==> src/rtl/sq_pkg.sv <==
package sq_pkg;
  typedef enum logic [1:0] {
    WB_IDLE = 2'd0,
    WB_SEND = 2'd1,
    WB_HOLD = 2'd2
  } wb_state_e;
endpackage

==> src/rtl/sq_payload_ram.sv <==
module sq_payload_ram #(
  parameter int N  = 9,
  parameter int AW = 4,
  parameter int W  = 52
) (
  input  logic          clk,
  input  logic          we,
  input  logic [AW-1:0] waddr,
  input  logic [W-1:0]  wdata,
  input  logic [AW-1:0] raddr,
  output logic [W-1:0]  rdata
);
  logic [W-1:0] mem [N];

  always_ff @(posedge clk) begin
    if (we) mem[waddr] <= wdata;
    rdata <= mem[raddr];
  end
endmodule

==> src/rtl/sq_scan.sv <==
module sq_scan #(
  parameter int DEPTH = 8,
  parameter int ARR   = DEPTH + 1,
  parameter int IDX_W = 4,
  parameter int CNT_W = 4,
  parameter int SEQ_W = 8
) (
  input  logic [IDX_W-1:0]            head,
  input  logic [IDX_W-1:0]            tail,
  input  logic [CNT_W-1:0]            cnt,
  input  logic [ARR-1:0]              elig,
  input  logic [ARR-1:0]              dn,
  input  logic [ARR-1:0][SEQ_W-1:0]   seq,
  input  logic [SEQ_W-1:0]            commit_bound,
  input  logic [SEQ_W-1:0]            squash_bound,
  output logic [ARR-1:0]              mark,
  output logic [CNT_W-1:0]            mark_cnt,
  output logic [IDX_W-1:0]            new_tail,
  output logic [IDX_W-1:0]            new_head
);
  function automatic logic [IDX_W-1:0] wrap(input logic [IDX_W-1:0] b, input int off);
    int s;
    s = int'(b) + off;
    if (s >= ARR) s = s - ARR;
    if (s < 0) s = s + ARR;
    return IDX_W'(s);
  endfunction

  // commit walk, oldest first
  always_comb begin
    logic go;
    logic [IDX_W-1:0] p;
    mark = '0;
    mark_cnt = '0;
    go = 1'b1;
    for (int k = 0; k < DEPTH; k++) begin
      p = wrap(head, k);
      if (go && k < int'(cnt) && !elig[p]) begin
        if (seq[p] > commit_bound) go = 1'b0;
        else begin
          mark[p] = 1'b1;
          mark_cnt = mark_cnt + CNT_W'(1);
        end
      end
    end
  end

  // squash walk, youngest first
  always_comb begin
    logic go;
    logic [IDX_W-1:0] p;
    new_tail = tail;
    go = 1'b1;
    for (int k = 0; k < DEPTH; k++) begin
      p = wrap(tail, -1 - k);
      if (go && k < int'(cnt)) begin
        if (!elig[p] && seq[p] > squash_bound) new_tail = p;
        else go = 1'b0;
      end
    end
  end

  // head drain over consecutive completed entries
  always_comb begin
    logic go;
    logic [IDX_W-1:0] p;
    new_head = head;
    go = 1'b1;
    for (int k = 0; k < DEPTH; k++) begin
      p = wrap(head, k);
      if (go && k < int'(cnt) && dn[p]) new_head = wrap(head, k + 1);
      else go = 1'b0;
    end
  end
endmodule

==> src/rtl/sq_wb_fsm.sv <==
module sq_wb_fsm
  import sq_pkg::*;
(
  input  logic clk,
  input  logic rst,
  input  logic can_go,
  input  logic no_write,
  input  logic wr_ready,
  input  logic retry,
  output logic skip_fire,
  output logic accept_fire,
  output logic wr_valid,
  output logic blocked
);
  wb_state_e st_q, st_n;

  always_comb begin
    st_n = st_q;
    skip_fire = 1'b0;
    accept_fire = 1'b0;
    case (st_q)
      WB_IDLE: if (can_go) begin
        if (no_write) skip_fire = 1'b1;
        else st_n = WB_SEND;
      end
      WB_SEND: if (wr_ready) begin
        accept_fire = 1'b1;
        st_n = WB_IDLE;
      end else st_n = WB_HOLD;
      WB_HOLD: if (retry) st_n = WB_SEND;
      default: st_n = WB_IDLE;
    endcase
  end

  always_ff @(posedge clk) begin
    if (rst) st_q <= WB_IDLE;
    else st_q <= st_n;
  end

  assign wr_valid = (st_q == WB_SEND);
  assign blocked  = (st_q == WB_HOLD);
endmodule

==> src/rtl/sq_store_queue.sv <==
module sq_store_queue #(
  parameter int DEPTH  = 8,
  parameter int SEQ_W  = 8,
  parameter int ADDR_W = 16,
  parameter int DATA_W = 32,
  parameter int SIZE_W = 4,
  parameter int LQF_W  = 8,
  localparam int ARR   = DEPTH + 1,
  localparam int IDX_W = $clog2(ARR),
  localparam int CNT_W = $clog2(DEPTH + 1),
  localparam int PW    = ADDR_W + DATA_W + SIZE_W
) (
  input  logic              clk,
  input  logic              rst,
  input  logic              alloc_i,
  input  logic [SEQ_W-1:0]  alloc_seq_i,
  output logic [IDX_W-1:0]  alloc_idx_o,
  output logic              full_o,
  input  logic              exec_i,
  input  logic [IDX_W-1:0]  exec_idx_i,
  input  logic [ADDR_W-1:0] exec_addr_i,
  input  logic [DATA_W-1:0] exec_data_i,
  input  logic [SIZE_W-1:0] exec_size_i,
  input  logic              exec_pf_i,
  input  logic              commit_i,
  input  logic [SEQ_W-1:0]  commit_seq_i,
  input  logic              squash_i,
  input  logic [SEQ_W-1:0]  squash_seq_i,
  output logic              wr_valid_o,
  input  logic              wr_ready_i,
  input  logic              wr_retry_i,
  output logic [IDX_W-1:0]  wr_idx_o,
  output logic [ADDR_W-1:0] wr_addr_o,
  output logic [DATA_W-1:0] wr_data_o,
  output logic [SIZE_W-1:0] wr_size_o,
  input  logic              done_i,
  input  logic [IDX_W-1:0]  done_idx_i,
  input  logic [LQF_W-1:0]  lq_free_i,
  output logic [CNT_W-1:0]  free_o,
  output logic [CNT_W-1:0]  sq_count_o,
  output logic              blocked_o
);
  function automatic logic [IDX_W-1:0] step1(input logic [IDX_W-1:0] b);
    return (int'(b) == ARR - 1) ? '0 : b + IDX_W'(1);
  endfunction

  function automatic logic [CNT_W-1:0] occ(input logic [IDX_W-1:0] h, input logic [IDX_W-1:0] t);
    int d;
    d = int'(t) - int'(h);
    if (d < 0) d = d + ARR;
    return CNT_W'(d);
  endfunction

  logic [IDX_W-1:0] head_q, tail_q, wbp_q;
  logic [IDX_W-1:0] head_n, tail_n;
  logic [CNT_W-1:0] pend_q, cnt, cnt_n;
  logic [ARR-1:0]   exe_q, elg_q, dn_q, zr_q, pf_q;
  logic [ARR-1:0][SEQ_W-1:0] seq_q;

  logic [ARR-1:0]   mark;
  logic [CNT_W-1:0] mark_cnt;
  logic [IDX_W-1:0] sq_tail, drn_head;
  logic             alloc_ok, commit_ok, exec_ok;
  logic             can_go, skip_fire, accept_fire;
  logic [PW-1:0]    rdata;

  assign cnt       = occ(head_q, tail_q);
  assign full_o    = (int'(cnt) == DEPTH);
  assign alloc_ok  = alloc_i && !squash_i && !full_o;
  assign commit_ok = commit_i && !squash_i;
  assign exec_ok   = exec_i && !exe_q[exec_idx_i];

  sq_scan #(
    .DEPTH(DEPTH), .ARR(ARR), .IDX_W(IDX_W), .CNT_W(CNT_W), .SEQ_W(SEQ_W)
  ) u_scan (
    .head(head_q), .tail(tail_q), .cnt(cnt),
    .elig(elg_q), .dn(dn_q), .seq(seq_q),
    .commit_bound(commit_seq_i), .squash_bound(squash_seq_i),
    .mark(mark), .mark_cnt(mark_cnt),
    .new_tail(sq_tail), .new_head(drn_head)
  );

  assign can_go = (pend_q != '0) && (wbp_q != tail_q) && elg_q[wbp_q] && exe_q[wbp_q];

  sq_wb_fsm u_fsm (
    .clk(clk), .rst(rst),
    .can_go(can_go), .no_write(zr_q[wbp_q] || pf_q[wbp_q]),
    .wr_ready(wr_ready_i), .retry(wr_retry_i),
    .skip_fire(skip_fire), .accept_fire(accept_fire),
    .wr_valid(wr_valid_o), .blocked(blocked_o)
  );

  sq_payload_ram #(.N(ARR), .AW(IDX_W), .W(PW)) u_ram (
    .clk(clk), .we(exec_ok), .waddr(exec_idx_i),
    .wdata({exec_addr_i, exec_data_i, exec_size_i}),
    .raddr(wbp_q), .rdata(rdata)
  );

  assign {wr_addr_o, wr_data_o, wr_size_o} = rdata;
  assign wr_idx_o    = wbp_q;
  assign alloc_idx_o = tail_q;
  assign sq_count_o  = cnt;

  assign head_n = drn_head;
  always_comb begin
    tail_n = tail_q;
    if (squash_i) tail_n = sq_tail;
    else if (alloc_ok) tail_n = step1(tail_q);
  end
  assign cnt_n = occ(head_n, tail_n);

  always_ff @(posedge clk) begin
    if (rst) begin
      head_q <= '0;
      tail_q <= '0;
      wbp_q  <= '0;
      pend_q <= '0;
      free_o <= '0;
      exe_q  <= '0;
      elg_q  <= '0;
      dn_q   <= '0;
      zr_q   <= '0;
      pf_q   <= '0;
    end else begin
      head_q <= head_n;
      tail_q <= tail_n;
      if (skip_fire || accept_fire) wbp_q <= step1(wbp_q);
      pend_q <= pend_q + (commit_ok ? mark_cnt : '0)
                - CNT_W'(skip_fire) - CNT_W'(done_i);
      if (int'(lq_free_i) < DEPTH - int'(cnt_n)) free_o <= CNT_W'(lq_free_i);
      else free_o <= CNT_W'(DEPTH) - cnt_n;
      if (commit_ok) elg_q <= elg_q | mark;
      if (exec_ok) begin
        exe_q[exec_idx_i] <= 1'b1;
        zr_q[exec_idx_i]  <= (exec_size_i == '0);
        pf_q[exec_idx_i]  <= exec_pf_i;
      end
      if (skip_fire) dn_q[wbp_q] <= 1'b1;
      if (done_i) dn_q[done_idx_i] <= 1'b1;
      if (alloc_ok) begin
        exe_q[tail_q] <= 1'b0;
        elg_q[tail_q] <= 1'b0;
        dn_q[tail_q]  <= 1'b0;
      end
    end
  end

  always_ff @(posedge clk) begin
    if (alloc_ok) seq_q[tail_q] <= alloc_seq_i;
  end
endmodule

==> config.mk <==
export PLATFORM = sky130hd
export DESIGN_NAME = sq_store_queue
export DESIGN_NICKNAME = d
export VERILOG_FILES = /design/src/rtl/sq_pkg.sv /design/src/rtl/sq_payload_ram.sv /design/src/rtl/sq_scan.sv /design/src/rtl/sq_wb_fsm.sv /design/src/rtl/sq_store_queue.sv
export SDC_FILE = /design/constraint.sdc
export NUM_CORES = 2
export LEC_CHECK = 0
export BUFFER_PORTS_ARGS = -buffer_cell sky130_fd_sc_hd__buf_2
export CAP_MARGIN = 15
export CELL_PAD_IN_SITES_DETAIL_PLACEMENT = 2
export CELL_PAD_IN_SITES_GLOBAL_PLACEMENT = 2
export CORE_ASPECT_RATIO = 1.4
export CORE_MARGIN = 2
export CORE_UTILIZATION = 35
export CTS_CLUSTER_DIAMETER = 100
export CTS_CLUSTER_SIZE = 16
export DETAILED_ROUTE_END_ITERATION = 6
export PLACE_DENSITY_LB_ADDON = 0.1
export SLEW_MARGIN = 20
export SYNTH_ARGS = -nofsm -noshare
export SYNTH_HDL_FRONTEND = slang
export SYNTH_HIERARCHICAL = 1
export SYNTH_SLANG_ARGS = --single-unit
==> constraint.sdc <==
create_clock -name clk -period 10.6 [get_ports clk]
set_input_delay 1.59 -clock clk [delete_from_list [all_inputs] [get_ports clk]]
set_output_delay 1.59 -clock clk [all_outputs]
set_load 0.02 [all_outputs]
==> metrics.txt <==
ys async rst share=0%; Most common cell on crit path=buf_4; Die Height=roughly 440 um; grt ovf=0; HP Class=reg2reg; EDFF count, synth=540; H-tree Lvls=2; CP arrival=10.60 ns; Tmin final=10.08 ns; Synth top area share=between 30% and 40%; share of cells above drive strength 1=23.9%; final setup vio count=0; die area=approximately 140,000 sq um; fin crit share=95.1%; first-pass GRT wire length=~310 mm; Tot Pwr=around 16 mW; CP max stage cell=fa_2; worst rel slew slack=between 20% and 30%; clock slew at reported path FFs=roughly 0.080 ns; sequential share of the synthesized area=about two fifths; routed vias=between 40,000 and 50,000; GP Congestion=between 0.9 and 1; DRC viols=0; clock latency on the worst-skew pair=around 0.68 ns; Synth cell types=about 130; Setup CP Type=reg2reg; # fillers=approximately 14,000; hold_buf cts=0; antenna-violating nets left=0; Die W=around 310 um; Pre-Repair DR Iteration Count=6; Worst Max-Slew Pin Slew=1.17 ns; clock net sink count=659; root buf cell=clkbuf_16; DP Wirelength=~150 mm; I/O pin count=approximately 170; Crit. End Element=register; CTS tree=done; cells taking the most area after synthesis=edfxtp_1, mux4_2, ha_1, mux2i_1, dfxtp_1; CTS buffer count=49; total track usage=30.2%; WHS=between 0.4 and 0.5 ns; #FFs+latches synth=around 660; Synthesized Nets=roughly 4,800; Synth Cell Area=~47,000 sq um; via/cell ratio=approximately 6.3; status=complete, no violations; Slew Limit Fails=0; largest net degree at the start of global routing=140; Worst Path Required=between 10 and 15 ns; worst-path fanout max=9; Final Skew=roughly 0.054 ns; DRT Wirelength=213 mm; YS warnings=6; Synth area leader=edfxtp_1; # rows=approximately 160; Total Negative Setup Slacks=0 ns; Final nets=around 5,000; Post-Syn Area per Cell=~11 sq um; Cell Pwr Density=between 300 and 400 nW/um^2; fmax=99.2 MHz; P_leak=19.3 nW; DR WL/cell=roughly 33 um; P&R area growth vs syn=13.8%; Starting Density=around a third; CP peak stage delay=about 0.48 ns; Final Hold Viols=0; # Max-Cap Violations=0; 1st-iter DRT viols=3,102; initial antenna violation count=23; VDD IR-drop max=roughly 160 uV; nature of the critical path startpoint=register; vias in the first global route=~43,000; IO Port Bufs=between 150 and 200; Main synth FF type=edfxtp_1; total core area=roughly 130,000 sq um; clk buf depth=3; Syn Inst Count=4,421
==> critical path: cells and delay by family (launching register included) <==
| family | cells | cell delay, ns |
|---|---|---|
| compound gates | 23 | 3.82 |
| xor+xnor | 2 | 0.33 |
| fa+ha+maj | 7 | 1.91 |
| buf+inv | 11 | 1.55 |
| flops | 1 | 0.34 |
| mux | 2 | 0.43 |
| simple gates | 11 | 1.53 |
==> synth_stat cells, drive strengths merged (31+ instances only) <==
cell type and number:
a21o 43, a21oi 224, a22o 68, a31oi 42, and2 33, and3 55
buf 106, clkbuf 242, dfxtp 119, edfxtp 540, ha 230, inv 108
mux2 120, mux2i 249, mux4 233, nand2 438, nand2b 35, nand3 109
nor2 293, nor2b 49, nor3 76, o211ai 38, o21a 31, o21ai 264
o22ai 101, o31ai 70, xnor2 96
==> power by group <==
| part | switching [mW] | total [mW] | internal (mW) |
|---|---|---|---|
| Sequential | 0.0826 | 2.96 | 2.88 |
| Combinational | 6.57 | 11.4 | 4.87 |
| Clock | 0.953 | 1.88 | 0.926 |
==> metrics by stage <==
stage               utilization (%)  worst slack, ns  instance area, sq um  cells
floorplan                         -           0.0444                 47300   4421
global placement               38.5           0.0316                 51600   6338
detailed placement             38.5           -0.228                 51700   6338
CTS                            39.7          0.00183                 53300   6434
global route                   40.1          -0.0967                 53800   6461
finish                         40.1            0.517                 53900   6467
==> sequential cells by signal (all words and copies together), names as in the netlist <==
name	cells
pf_q	9
dn_q	9
wr_idx_o	4
pend_q	4
seq_q	72
u_ram/rdata	52
u_fsm/st_q	2
exe_q	9
u_ram/mem	468
alloc_idx_o	4
free_o	4
head_q	4
elg_q	9
zr_q	9
==> layer usage <==
metal	part of all wire [%]	global-route usage, %	vias up
met1	36	33.1	21000
met4	7.0	18.1	30
met2	50	53.5	1460
li1	-	-	17400
met5	0.093	0	-
met3	6.2	6.04	589
==> cell families after synthesis <==
logic type                 Yosys count  synth area share (%)
buffers and inverters              458                  4.21
DFF                                659                  39.3
xor gates and xnor gates           127                  2.66
muxes                              602                  19.3
adders and majority gates          237                  6.33
and+or+nand+nor                   1219                  12.3
AOI/OAI and AO/OA                 1119                  15.9
==> layout make-up <==
| cell class | instances | area [sq um] | area share, % |
|---|---|---|---|
| antenna | 7 | 17.5 | 0.0325 |
| clock buffer | 84 | 1380 | 2.56 |
| clock inverter | 8 | 139 | 0.258 |
| inverter | 110 | 413 | 0.767 |
| multi-input combinational | 3304 | 27400 | 50.9 |
| sequential | 659 | 18600 | 34.6 |
| tap | 1771 | 2220 | 4.11 |
| timing repair buffer | 524 | 3660 | 6.79 |
==> path summary, 6_finish.rpt <==
check / start / to / slack (ns) / cells past startpoint
worst max-delay path: alloc_idx_o[1]$_SDFF_PP0_ / free_o[0]$_SDFF_PP0_ / 0.52 / 56
worst max register to register: alloc_idx_o[1]$_SDFF_PP0_ / free_o[0]$_SDFF_PP0_ / 0.52 / 56
worst min-delay path: u_ram/mem[8][26]$_DFFE_PP_ / u_ram/rdata[26]$_DFF_P_ / 0.43 / 2
worst min register to register: u_ram/mem[8][26]$_DFFE_PP_ / u_ram/rdata[26]$_DFF_P_ / 0.43 / 2
==> cells in the final DEF, fill, tap and decap left out, types with 13 or more instances in the layout <==
| cell type | n |
|---|---|
| edfxtp_1 | 540 |
| nand2_1 | 434 |
| buf_4 | 336 |
| nor2_1 | 285 |
| o21ai_0 | 251 |
| mux2i_1 | 242 |
| mux4_2 | 226 |
| ha_1 | 224 |
| a21oi_1 | 209 |
| buf_2 | 172 |
| mux2_2 | 118 |
| dfxtp_1 | 112 |
| nand3_1 | 106 |
| inv_1 | 102 |
| o22ai_1 | 99 |
| xnor2_1 | 69 |
| nor3_1 | 67 |
| a22o_1 | 67 |
| o31ai_1 | 67 |
| and3_1 | 51 |
| clkbuf_16 | 51 |
| nor2b_1 | 44 |
| a21o_1 | 42 |
| a31oi_1 | 37 |
| o211ai_1 | 37 |
| nand2b_1 | 34 |
| clkbuf_1 | 34 |
| o21a_1 | 31 |
| and2_1 | 27 |
| xor2_1 | 24 |
| nand4_1 | 23 |
| xnor2_2 | 22 |
| a22oi_1 | 21 |
| or3_1 | 19 |
| a211oi_1 | 19 |
| nor4_1 | 17 |
| a311oi_1 | 15 |
| a221oi_1 | 14 |
| a32oi_1 | 14 |
| nand3b_1 | 13 |
==> timing repair <==
item                                    4_1_cts  5_1_grt
resized for setup                             9       79
pin swaps                                     1       14
setup buffers                                 4       25
cloned                                        0        1
endpoints found under the setup margin        4        6
Power figures use the tool's default switching activity.
